===== src/rtl/dpw_pkg.sv =====
package dpw_pkg;

    typedef enum logic [1:0] {
        PH_IDLE  = 2'd0,
        PH_OPEN  = 2'd1,
        PH_DRIVE = 2'd2,
        PH_CLOSE = 2'd3
    } phase_e;

    // Control nibble, MSB first: chip select, read, write, register-select
    typedef struct packed {
        logic cs_n;
        logic rd_n;
        logic wr_n;
        logic rs;
    } ctrl_t;

endpackage


===== src/rtl/dpw_hold_timer.sv =====
module dpw_hold_timer #(
    parameter int HOLD_CYC = 10
) (
    input  logic clk,
    input  logic rst_n,
    input  logic run,
    input  logic restart,
    output logic expire
);
    localparam int CW = (HOLD_CYC > 1) ? $clog2(HOLD_CYC) : 1;
    localparam logic [CW-1:0] LAST = CW'(HOLD_CYC - 1);

    logic [CW-1:0] cnt_d, cnt_q;

    always_comb begin
        cnt_d = cnt_q;
        if (restart)  cnt_d = '0;
        else if (run) cnt_d = cnt_q + 1'b1;
    end

    always_ff @(posedge clk or negedge rst_n) begin
        if (!rst_n) cnt_q <= '0;
        else        cnt_q <= cnt_d;
    end

    assign expire = (cnt_q == LAST);
endmodule


===== src/rtl/dpw_ctrl_enc.sv =====
module dpw_ctrl_enc
    import dpw_pkg::*;
(
    input  phase_e phase,
    input  logic   rs,
    output ctrl_t  ctrl
);
    always_comb begin
        ctrl.rd_n = 1'b1;      // no reads are ever issued
        ctrl.rs   = rs;
        case (phase)
            PH_OPEN, PH_DRIVE: begin
                ctrl.cs_n = 1'b0;
                ctrl.wr_n = 1'b0;
            end
            default: begin
                ctrl.cs_n = 1'b1;
                ctrl.wr_n = 1'b1;
            end
        endcase
    end
endmodule


===== src/rtl/dpw_port.sv =====
module dpw_port
    import dpw_pkg::*;
#(
    parameter int DATA_W   = 8,
    parameter int HOLD_CYC = 10
) (
    input  logic              clk,
    input  logic              rst_n,
    input  logic              req_valid,
    output logic              req_ready,
    input  logic [DATA_W-1:0] req_byte,
    input  logic              req_is_param,
    output logic [DATA_W-1:0] bus_data,
    output logic              bus_cs_n,
    output logic              bus_rd_n,
    output logic              bus_wr_n,
    output logic              bus_rs,
    output logic              xfer_done
);
    typedef struct packed {
        phase_e            phase;
        logic              rs;
        logic [DATA_W-1:0] held;
        logic [DATA_W-1:0] data;
        logic              done;
    } state_t;

    localparam ctrl_t CTRL_RST = '{cs_n: 1'b1, rd_n: 1'b1, wr_n: 1'b1, rs: 1'b1};

    state_t st_d, st_q;
    ctrl_t  ctrl_d, ctrl_q;
    logic   accept, expire, restart, run;

    assign accept  = req_valid && (st_q.phase == PH_IDLE);
    assign run     = (st_q.phase != PH_IDLE);
    assign restart = accept || (run && expire);

    dpw_hold_timer #(.HOLD_CYC(HOLD_CYC)) u_timer (
        .clk     (clk),
        .rst_n   (rst_n),
        .run     (run),
        .restart (restart),
        .expire  (expire)
    );

    always_comb begin
        st_d      = st_q;
        st_d.done = 1'b0;
        case (st_q.phase)
            PH_IDLE: if (accept) begin
                st_d.phase = PH_OPEN;
                st_d.rs    = req_is_param;
                st_d.held  = req_byte;
            end
            PH_OPEN: if (expire) begin
                st_d.phase = PH_DRIVE;
                st_d.data  = st_q.held;
            end
            PH_DRIVE: if (expire) st_d.phase = PH_CLOSE;
            PH_CLOSE: if (expire) begin
                st_d.phase = PH_IDLE;
                st_d.done  = 1'b1;
            end
            default: st_d.phase = PH_IDLE;
        endcase
    end

    dpw_ctrl_enc u_enc (
        .phase (st_d.phase),
        .rs    (st_d.rs),
        .ctrl  (ctrl_d)
    );

    always_ff @(posedge clk or negedge rst_n) begin
        if (!rst_n) begin
            st_q.phase <= PH_IDLE;
            st_q.rs    <= 1'b1;
            st_q.held  <= '0;
            st_q.data  <= '0;
            st_q.done  <= 1'b0;
            ctrl_q     <= CTRL_RST;
        end else begin
            st_q   <= st_d;
            ctrl_q <= ctrl_d;
        end
    end

    assign req_ready = (st_q.phase == PH_IDLE);
    assign bus_data  = st_q.data;
    assign bus_cs_n  = ctrl_q.cs_n;
    assign bus_rd_n  = ctrl_q.rd_n;
    assign bus_wr_n  = ctrl_q.wr_n;
    assign bus_rs    = ctrl_q.rs;
    assign xfer_done = st_q.done;
endmodule


===== config.mk =====
export PLATFORM = sky130hd
export DESIGN_NAME = dpw_port
export DESIGN_NICKNAME = d
export VERILOG_FILES = /design/src/rtl/dpw_pkg.sv /design/src/rtl/dpw_hold_timer.sv /design/src/rtl/dpw_ctrl_enc.sv /design/src/rtl/dpw_port.sv
export SDC_FILE = /design/constraint.sdc
export NUM_CORES = 1
export LEC_CHECK = 0
export ABC_AREA = 1
export CAP_MARGIN = 10
export CORE_MARGIN = 2
export CORE_UTILIZATION = 50
export CTS_BUF_LIST = sky130_fd_sc_hd__clkbuf_4 sky130_fd_sc_hd__clkbuf_8
export DETAILED_ROUTE_END_ITERATION = 16
export MAX_ROUTING_LAYER = met4
export PLACE_DENSITY = 0.77
export SETUP_SLACK_MARGIN = 0.1
export SLEW_MARGIN = 30
export SYNTH_ARGS = -nofsm -noshare
export SYNTH_HDL_FRONTEND = slang
export SYNTH_SLANG_ARGS = --single-unit

===== constraint.sdc =====
create_clock -name clk -period 3.88 [get_ports clk]
set_clock_uncertainty 0.2 [all_clocks]
set_input_delay 0.97 -clock clk [delete_from_list [all_inputs] [get_ports clk]]
set_output_delay 0.97 -clock clk [all_outputs]
set_load 0.005 [all_outputs]

==> qor.csv, run 1 <==
stage,metric,value,unit
status,outcome,"finished, final reports clean",
critical_path,CP max FO,10,
cts,"Clk Latency, worst-skew pair",0.31,ns
yosys,Post-Syn Area,1200,µm²
finish,fin util,62.9,%
global_routing,largest net degree at the start of global routing,26,
detailed_routing,via/cell ratio,4.87,
critical_path,CP arrival,1.64,ns
cts,CTS sink count,25,
global_routing,GRT Total Usage,18.0,%
global_routing,initial antenna violation count,0,
floorplanning,Starting Density,53.6,%
global_routing,first-pass GRT wire length,3.48,mm
job,MaxCap Viol Count,0,
detailed_routing,final WL,2.02,mm
yosys,Synth Warn #,0,
pwr,Max VDD drop,0.000367,V
detailed_routing,Vias,852,
critical_path,Worst path slowest cell,clkdlybuf4s50_1,
cts,register clock-pin slew on the reported worst setup and hold paths,0.14,ns
cts,clock buffer depth,2,
critical_path,Crit. Startpoint,st_q[18],
finish,proportion of layout cells with a drive suffix above 1,12.2,%
detailed_routing,DRC violations left,0,
finish,Layout fillers,193,
min_path,Min-Delay Path Class,register to register,
timing,Pins Over Slew Limit,0,
yosys,Gate Count Post-Synth,131,
critical_path,crit end category,primary output,
critical_path,WS Path Type,register to primary output,
placed_design,GPL Wtd Cong,0.794,
timing,RSZ-0062 raised after global routing,false,
critical_path,Worst setup SP type,register,
yosys,Yosys cell types,21,
pwr,combinational power share,40.1,%
finish,FF+latch area,628,µm²
floorplanning,I/O pin count,26,
global_routing,vias in the first global route,810,
yosys,"Seq/Total Area, Yosys",52.5,%
floorplanning,# rows,17,
cts,CTS buffer count,3,
cts,CTS Hold Bufs,0,
cts,CTS tree,built,
floorplanning,Die Span Y,52.9,µm
detailed_routing,Post-DRT Antenna Nets,0,
critical_path,CP cell instances,nor2_4 -> clkdlybuf4s50_1,
yosys,Mean Syn Cell Area,9.13,µm²
placed_design,number of buffers added on ports,24,
cts,Root Driver,clkbuf_4,
timing,Final TNS setup,0,ns
floorplanning,Die Area,2800,µm²
min_path,Worst Hold Launch,bus_rs,
cts,Post-CTS Resized,0,
critical_path,FF-to-FF Start,u_timer.cnt_q[1],
timing,Setup-failing EPs final,0,
yosys,Yosys reg bits,25,
detailed_routing,Iteration-0 DRC Markers,16,
cts,setup bufs post-CTS,0,
pwr,Sw Pwr,0.000342,W
yosys,Post-Syn Nets,145,
pwr,clock network fraction of total power,12.0,%
detailed_routing,drt wl/cell,11.5,µm
detailed_routing,drt first pass iters,4,
pwr,switch share,36.6,%
timing,Final Hold Viols,0,
finish,ant diodes,0,
pwr,P_leak,0.689,nW
placed_design,post-DP HPWL,1.56,mm
global_routing,global route overflow,0,
finish,Area Overhead vs Synth,17.5,%
cts,H-Tree Depth,1,
critical_path,Slowest Stage Delay on Critical Path,0.55,ns
floorplanning,Die X,52.9,µm
timing,Fmax achieved,356,MHz
floorplanning,core area,2230,µm²
finish,footprint of the multi-input gates,422,µm²
pwr,Flop pwr share,47.9,%
critical_path,Crit path buffers/inverters,1,
timing,final period utilization,72.5,%
pwr,PwrDens,665,nW/µm²
finish,Nets,162,
critical_path,cell family with most CP delay,buffers and inverters,
timing,Final Critical Period,2.81,ns
critical_path,Worst Path Required,2.71,ns
pwr,Int Power,0.000592,W
## worst min-delay path, delay by kind of cell (launching register included)
family        cells  cell delay [ns]
flops             1             0.39
simple gates      2             0.10
## layout make-up
cell class                 instances  area share, %
sequential                        25           44.7
multi-input combinational         81           30.0
inverter                          12           3.21
clock inverter                     1          0.356
clock buffer                       3           1.60
tap                               28           2.49
timing repair buffer              25           17.6
## cells by family (layout without fill, tap and decap cells)
| family | after synthesis | after routing | share of synthesized area [%] |
|---|---|---|---|
| and+or+nand+nor | 64 | 64 | 25.3 |
| DFF | 25 | 25 | 52.5 |
| xor gates and xnor gates | 2 | 2 | 1.46 |
| adders and majority gates | 2 | 2 | 2.09 |
| buffers and inverters | 25 | 41 | 12.2 |
| AOI/OAI and AO/OA | 12 | 12 | 6.07 |
| other | 1 | 1 | 0.314 |
## Yosys cell counts, drive strengths merged
| library cell | count | area share (%) |
|---|---|---|
| a21oi | 4 | 1.7 |
| buf | 12 | 8.2 |
| clkbuf | 1 | 0.31 |
| conb | 1 | 0.31 |
| dfrtp | 23 | 48 |
| dfstp | 2 | 4.4 |
| ha | 2 | 2.1 |
| inv | 12 | 3.8 |
| nand2 | 38 | 14 |
| nand3 | 14 | 5.9 |
| nand4 | 1 | 0.52 |
| nor2 | 11 | 5.3 |
| o21ai | 7 | 3.9 |
| o22ai | 1 | 0.52 |
| xor2 | 2 | 1.5 |
## worst paths after layout
check                              end  slack (ns)  depth (start not counted)
setup / recovery             req_ready        1.07                          2
hold / removal                  bus_rs        0.27                          2
setup reg to reg              bus_wr_n        2.21                          9
hold reg to reg                 bus_rs        0.27                          2
max in group asynchronous       bus_rs        2.39                          2
min in group asynchronous  bus_data[1]        0.80                          2
## flip-flops by register name, summed over array words and instances (netlist names)
| name | count |
|---|---|
| bus_data | 8 |
| u_timer.cnt_q | 4 |
| bus_rs | 1 |
| st_q | 10 |
| bus_wr_n | 1 |
| xfer_done | 1 |
## per-stage QoR
step	power [W]	hold slack, ns	instances	instance area, µm²	setup slack, ns
floorplan	0.000721	0.243	131	1200	1.99
global placement	0.000813	0.253	171	1380	1.48
detailed placement	0.000833	0.259	171	1380	1.44
CTS	0.000946	0.279	175	1410	1.07
global route	0.00102	0.325	175	1410	0.993
finish	0.000935	0.274	175	1410	1.07
## cell usage in the layout (no fill, tap or decap)
| cell | n |
|---|---|
| clkbuf_4 | 3 |
| nand2_1 | 34 |
| inv_1 | 11 |
| o21ai_2 | 3 |
| o21ai_0 | 4 |
| o22ai_1 | 1 |
| buf_4 | 1 |
| nor2_4 | 3 |
| nand2_4 | 2 |
| nand4_1 | 1 |
| nor2_1 | 8 |
| nand2_2 | 2 |
| nand3_1 | 14 |
| ha_1 | 2 |
| dfstp_2 | 2 |
| a21oi_1 | 4 |
| clkinv_2 | 1 |
| clkdlybuf4s50_1 | 24 |
| conb_1 | 1 |
| xor2_1 | 2 |
| dfrtp_1 | 23 |
| inv_2 | 1 |
## power by group through the flow
stage / combinational (W) / clock, W / sequential [W]
floorplan: 0.000281 / 0 / 0.000440
global placement: 0.000366 / 0 / 0.000448
detailed placement: 0.000379 / 0 / 0.000455
CTS: 0.000381 / 0.000117 / 0.000448
global route: 0.000429 / 0.000128 / 0.000462
finish: 0.000375 / 0.000113 / 0.000448
## per-layer routing
metal	track usage, %	wire (µm)
met4	8.97	23
met3	3.11	83
met2	30.4	1050
met5	-	0
met1	20.8	857
(Power assumes the default switching activity.)
==> run 2: changes to the inputs <==
- clock period: 3.88 -> 2.6 ns (I/O delays scaled with it)
==> run 2 against run 1 <==
Global-route usage grew 1.2 points. First-iteration DRC count grew 56%. Non-clock buffer count grew 1. Routed wire length grew 8.7%. Die area is the same. Power grew 52%. Design area grew 0.53%. Combinational power grew 52%.
==> qor.csv, run 2 (synthesis results as in run 1) <==
stage,metric,value,unit,change
pwr,PwrDens,1010,nW/µm²,was 665 nW/µm²
floorplanning,I/O pin count,26,,unchanged
cts,"Clk Latency, worst-skew pair",0.33,ns,was 0.31 ns
timing,Pins Over Slew Limit,0,,unchanged
finish,Nets,163,,was 162
finish,proportion of layout cells with a drive suffix above 1,12.8,%,was 12.2%
critical_path,worst flop-to-flop path endpoint,bus_wr_n,,unchanged
detailed_routing,final WL,2.19,mm,was 2.02 mm
critical_path,cell family with most CP delay,buffers and inverters,,unchanged
floorplanning,Starting Density,53.6,%,unchanged
floorplanning,Die Area,2800,µm²,unchanged
pwr,P_leak,0.696,nW,was 0.689 nW
global_routing,initial antenna violation count,0,,unchanged
finish,max reg flops,10,,unchanged
critical_path,CP max FO,6,,was 10
floorplanning,# rows,17,,unchanged
global_routing,largest net degree at the start of global routing,26,,unchanged
min_path,hold depth,2,,unchanged
cts,clock buffer depth,2,,unchanged
cts,CTS Hold Bufs,0,,unchanged
pwr,Max VDD drop,0.000697,V,was 0.000367 V
detailed_routing,drt first pass iters,4,,unchanged
min_path,Hold Crit Endpoint,bus_rs,,unchanged
global_routing,vias in the first global route,877,,was 810
detailed_routing,via/cell ratio,4.94,,was 4.87
finish,largest reg by FF count,st_q,,unchanged
cts,CTS buffer count,3,,unchanged
cts,CTS sink count,25,,unchanged
global_routing,GRT Max-Usage Layer,met2,,unchanged
timing,Fmax achieved,429,MHz,
finish,"commonest non-fill, non-tap cell in the layout",nand2_1,,unchanged
finish,Area Overhead vs Synth,18.1,%,was 17.5%
min_path,Worst Hold Launch,bus_rs,,unchanged
timing,RSZ-0062 raised after global routing,false,,unchanged
critical_path,WS Path Type,register to primary output,,unchanged
floorplanning,Die Span Y,52.9,µm,unchanged
critical_path,FF-to-FF Start,u_timer.cnt_q[1],,unchanged
timing,Final TNS setup,0,ns,unchanged
detailed_routing,DRC violations left,0,,unchanged
min_path,Min-Delay Path Class,register to register,,unchanged
cts,H-Tree Depth,1,,unchanged
critical_path,Reg2Reg Depth,9,,unchanged
global_routing,M2 GR Usage,34.0,%,was 30.4%
critical_path,Worst path slowest cell,clkdlybuf4s50_1,,unchanged
critical_path,Slowest Stage Delay on Critical Path,0.51,ns,was 0.55 ns
detailed_routing,drt wl/cell,12.5,µm,was 11.5 µm
critical_path,Worst setup SP type,register,,unchanged
detailed_routing,Post-DRT Antenna Nets,0,,unchanged
timing,Setup-failing EPs final,0,,unchanged
finish,most frequent cells in the layout,"nand2_1, clkdlybuf4s50_1, dfrtp_1, nand3_1, inv_1",,unchanged
floorplanning,core area,2230,µm²,unchanged
detailed_routing,Vias,869,,was 852
floorplanning,Die X,52.9,µm,unchanged
critical_path,CP cell instances,nor2_4 -> clkdlybuf4s50_1,,unchanged
placed_design,GPL Wtd Cong,0.792,,was 0.794
finish,fin util,63.2,%,was 62.9%
critical_path,Crit path buffers/inverters,1,,unchanged
placed_design,number of buffers added on ports,24,,unchanged
cts,register clock-pin slew on the reported worst setup and hold paths,0.14,ns,about the same
timing,Final Critical Period,2.33,ns,
global_routing,first-pass GRT wire length,3.72,mm,was 3.48 mm
global_routing,grt met1 use,21.5,%,was 20.8%
cts,CTS tree,built,,unchanged
critical_path,crit end category,primary output,,unchanged
status,outcome,"finished, final reports clean",,unchanged
critical_path,CP arrival,1.48,ns,was 1.64 ns
job,MaxCap Viol Count,0,,unchanged
cts,Root Driver,clkbuf_4,,unchanged
global_routing,met3 GRT Util,2.82,%,was 3.11%
critical_path,reg2reg setup slack,0.91,ns,was 2.21 ns
detailed_routing,Iteration-0 DRC Markers,25,,was 16
timing,Final Hold Viols,0,,unchanged
finish,ant diodes,0,,unchanged
timing,final period utilization,89.6,%,
critical_path,Worst Path Required,1.75,ns,was 2.71 ns
global_routing,global route overflow,0,,unchanged
placed_design,post-DP HPWL,1.66,mm,was 1.56 mm
pwr,overall power,0.00142,W,was 0.000935 W
global_routing,GRT Total Usage,19.3,%,was 18.0%
cts,Post-CTS Resized,0,,unchanged
[run 2: area by class of cell]
| cell class | instances | area, µm² |
|---|---|---|
| Sequential cell | 25 | 628 |
| Tap cell | 28 | 35.0 |
| Inverter | 12 | 45.0 |
| Multi-Input combinational cell | 81 | 422 |
| Clock buffer | 3 | 22.5 |
| Fill cell | 209 | 821 |
| Clock inverter | 1 | 5.00 |
| Timing Repair Buffer | 26 | 255 |
[run 2: stage by stage]
step	setup slack (ns)	area, µm²	hold WS (ns)	instances
floorplan	1.03	1200	0.154	131
global placement	0.517	1380	0.254	171
detailed placement	0.480	1380	0.259	171
CTS	0.260	1410	0.281	176
global route	0.212	1410	0.306	176
finish	0.269	1410	0.275	176
[run 2: worst reg2reg max path, cell delays in order (launching register included)]
cell	delay, ns
dfrtp_1	0.43
inv_1	0.08
ha_1	0.19
nand2_1	0.10
nor2_4	0.19
nand2_4	0.15
nand2_1	0.14
inv_1	0.05
nand2_1	0.05
nand2_1	0.04
[run 2: report_power, final]
| part | leakage [nW] | internal, W | total [W] | switching (W) |
|---|---|---|---|---|
| registers | 0.300 | 0.000554 | 0.000674 | 0.000121 |
| clock network | 0.0177 | 0.0000578 | 0.000179 | 0.000122 |
| logic | 0.378 | 0.000279 | 0.000571 | 0.000291 |
| total | 0.696 | 0.000891 | 0.00142 | 0.000534 |
[run 2: how the worst max path moves through the flow]
stage,start,to,slack [ns],cells after the start
floorplan,req_valid,st_q[10],1.03,5
global route,st_q[19],req_ready,0.21,2
finish,st_q[19],req_ready,0.27,2
detailed placement,st_q[18],req_ready,0.48,2
global placement,st_q[18],req_ready,0.52,2
CTS,st_q[19],req_ready,0.26,2
[run 2: layer usage]
metal	vias to the layer above	wire length [µm]
met5	-	0
met4	0	45
met2	16	1180
met1	416	905
li1	433	-
met3	4	62
[run 2: timing repair]
| item | CTS | global route |
|---|---|---|
| buffers inserted | 1 | 0 |
| endpoints found under the hold margin | 0 | 0 |
| endpoints found under the setup margin | 1 | 0 |
==> run 3: changes to the inputs <==
- CORE_UTILIZATION: 50 -> 52
- PLACE_DENSITY: 0.77 -> 0.8
==> run 3 against run 2 <==
Setup slack worse by 0.044 ns. Die area down 3.6%. Design area rose by 0.71%. Hold slack improved by 0.0033 ns. First-iteration DRC count down 68%. Critical path type unchanged.
==> qor.csv, run 3 (synthesis results as in run 1) <==
stage,metric,value,unit,change
critical_path,Crit path buffers/inverters,1,,unchanged
floorplanning,Starting Density,54.6,%,was 53.6%
global_routing,largest net degree at the start of global routing,26,,unchanged
min_path,Min-Delay Path Class,register to register,,unchanged
cts,CTS buffer count,3,,unchanged
finish,Area Overhead vs Synth,18.9,%,was 18.1%
finish,max reg flops,10,,unchanged
floorplanning,I/O pin count,26,,unchanged
critical_path,Slowest Stage Delay on Critical Path,0.52,ns,was 0.51 ns
timing,Setup-failing EPs final,0,,unchanged
cts,CTS Hold Bufs,0,,unchanged
critical_path,crit end category,primary output,,unchanged
critical_path,Worst Path Required,1.75,ns,about the same
global_routing,first-pass GRT wire length,3.57,mm,was 3.72 mm
critical_path,cell family with most CP delay,buffers and inverters,,unchanged
floorplanning,core area,2190,µm²,was 2230 µm²
job,MaxCap Viol Count,0,,unchanged
timing,Fmax achieved,421,MHz,was 429 MHz
finish,proportion of layout cells with a drive suffix above 1,13.4,%,was 12.8%
critical_path,CP arrival,1.52,ns,was 1.48 ns
placed_design,number of buffers added on ports,24,,unchanged
cts,"Clk Latency, worst-skew pair",0.31,ns,was 0.33 ns
finish,ant diodes,0,,unchanged
finish,final instance area,1420,µm²,was 1410 µm²
detailed_routing,Post-DRT Antenna Nets,0,,unchanged
critical_path,CP max FO,6,,unchanged
detailed_routing,DRC violations left,0,,unchanged
detailed_routing,final WL,2.01,mm,was 2.19 mm
placed_design,GPL Wtd Cong,0.797,,was 0.792
floorplanning,# rows,17,,unchanged
finish,Nets,164,,was 163
pwr,Max VDD drop,0.000659,V,was 0.000697 V
timing,Pins Over Slew Limit,0,,unchanged
pwr,P_leak,0.702,nW,was 0.696 nW
detailed_routing,drt wl/cell,11.4,µm,was 12.5 µm
cts,CTS sink count,25,,unchanged
detailed_routing,Vias,864,,was 869
global_routing,initial antenna violation count,0,,unchanged
status,outcome,"finished, final reports clean",,unchanged
pwr,combinational power share,40.7,%,was 40.1%
global_routing,vias in the first global route,837,,was 877
detailed_routing,via/cell ratio,4.88,,was 4.94
timing,Final Hold Viols,0,,unchanged
placed_design,post-DP HPWL,1.54,mm,was 1.66 mm
cts,clock buffer depth,2,,unchanged
cts,CTS tree,built,,unchanged
detailed_routing,Iteration-0 DRC Markers,8,,was 25
critical_path,WS Path Type,register to primary output,,unchanged
critical_path,CP cell instances,nor2_4 -> clkdlybuf4s50_1,,unchanged
pwr,switch share,36.0,%,was 37.5%
timing,RSZ-0062 raised after global routing,false,,unchanged
pwr,Flop pwr share,47.0,%,was 47.3%
finish,largest reg by FF count,st_q,,unchanged
global_routing,GRT Total Usage,18.3,%,was 19.3%
timing,Final TNS setup,0,ns,unchanged
cts,Root Driver,clkbuf_4,,unchanged
critical_path,Worst path slowest cell,clkdlybuf4s50_1,,unchanged
pwr,clock network fraction of total power,12.3,%,was 12.6%
critical_path,Worst setup SP type,register,,unchanged
floorplanning,Die Span Y,52.0,µm,was 52.9 µm
cts,H-Tree Depth,1,,unchanged
pwr,Sw Pwr,0.000513,W,was 0.000534 W
floorplanning,Die X,52.0,µm,was 52.9 µm
cts,register clock-pin slew on the reported worst setup and hold paths,0.13,ns,was 0.14 ns
global_routing,global route overflow,0,,unchanged
placed_design,Area after DPL,1380,µm²,unchanged
pwr,PwrDens,1000,nW/µm²,was 1010 nW/µm²
floorplanning,Die Area,2700,µm²,was 2800 µm²
timing,Final Critical Period,2.37,ns,was 2.33 ns
critical_path,reg2reg setup slack,0.91,ns,about the same
pwr,Int Power,0.000911,W,was 0.000891 W
detailed_routing,drt first pass iters,7,,was 4
finish,most frequent cells in the layout,"nand2_1, clkdlybuf4s50_1, dfrtp_1, nand3_1, inv_1",,unchanged
finish,"commonest non-fill, non-tap cell in the layout",nand2_1,,unchanged
timing,final period utilization,91.3,%,was 89.6%
-- run 3: cell count changes in the layout (fill, tap and decap cells not counted) --
cell,delta
clkinv_2,-1
buf_4,+1
clkbuf_4,+1
-- run 3: area by class of cell --
class	instances	area, µm²
inverter	12	45.0
multi-input combinational	81	422
clock buffer	4	30.0
fill	192	768
timing repair buffer	27	263
tap	28	35.0
sequential	25	628
-- run 3: timing repair --
| item | 4_1_cts | 5_1_grt |
|---|---|---|
| setup endpoints to repair | 0 | 1 |
| buffers inserted | 0 | 2 |
| gates resized for setup | 0 | 0 |
-- run 3: power groups by stage --
| stage | Sequential, W | Clock (W) | Combinational (W) |
|---|---|---|---|
| after global routing | 0.000695 | 0.000202 | 0.000658 |
| after global placement | 0.000668 | 0 | 0.000544 |
| after detailed placement | 0.000679 | 0 | 0.000573 |
| after floorplan | 0.000657 | 0 | 0.000419 |
| final | 0.000669 | 0.000176 | 0.000579 |
| after CTS | 0.000670 | 0.000188 | 0.000573 |
-- run 3: worst min-delay path, cell delays in order (launching register included) --
cell and delay [ns]:
dfstp_2 0.39, nand2_1 0.05, nand2_1 0.05
-- run 3: routing by layer --
layer / part of all wire, % / GRT usage, % / up-vias
met5: 0 / - / -
met4: 1.4 / 6.58 / 0
met3: 3.1 / 2.59 / 4
met2: 51 / 31.4 / 13
met1: 44 / 22.0 / 409
li1: - / - / 438
-- run 3: path summary, 6_finish.rpt --
path	start	cells past startpoint	endpoint
min in group asynchronous	rst_n	2	bus_data[5]
worst min-delay path	bus_rs	2	bus_rs
worst max register to register	u_timer.cnt_q[1]	9	bus_wr_n
worst max-delay path	st_q[19]	2	req_ready
worst min register to register	bus_rs	2	bus_rs
max in group asynchronous	rst_n	2	bus_wr_n
-- run 3: through the flow --
stage / utilization [%] / power [W] / hold slack, ns / instances / worst slack, ns
global placement: 62.9 / 0.00121 / 0.253 / 171 / 0.513
CTS: 64.2 / 0.00143 / 0.283 / 175 / 0.117
floorplan: - / 0.00108 / 0.154 / 131 / 1.03
detailed placement: 62.9 / 0.00125 / 0.258 / 171 / 0.486
global route: 64.9 / 0.00155 / 0.320 / 177 / 0.154
finish: 64.9 / 0.00142 / 0.278 / 177 / 0.225
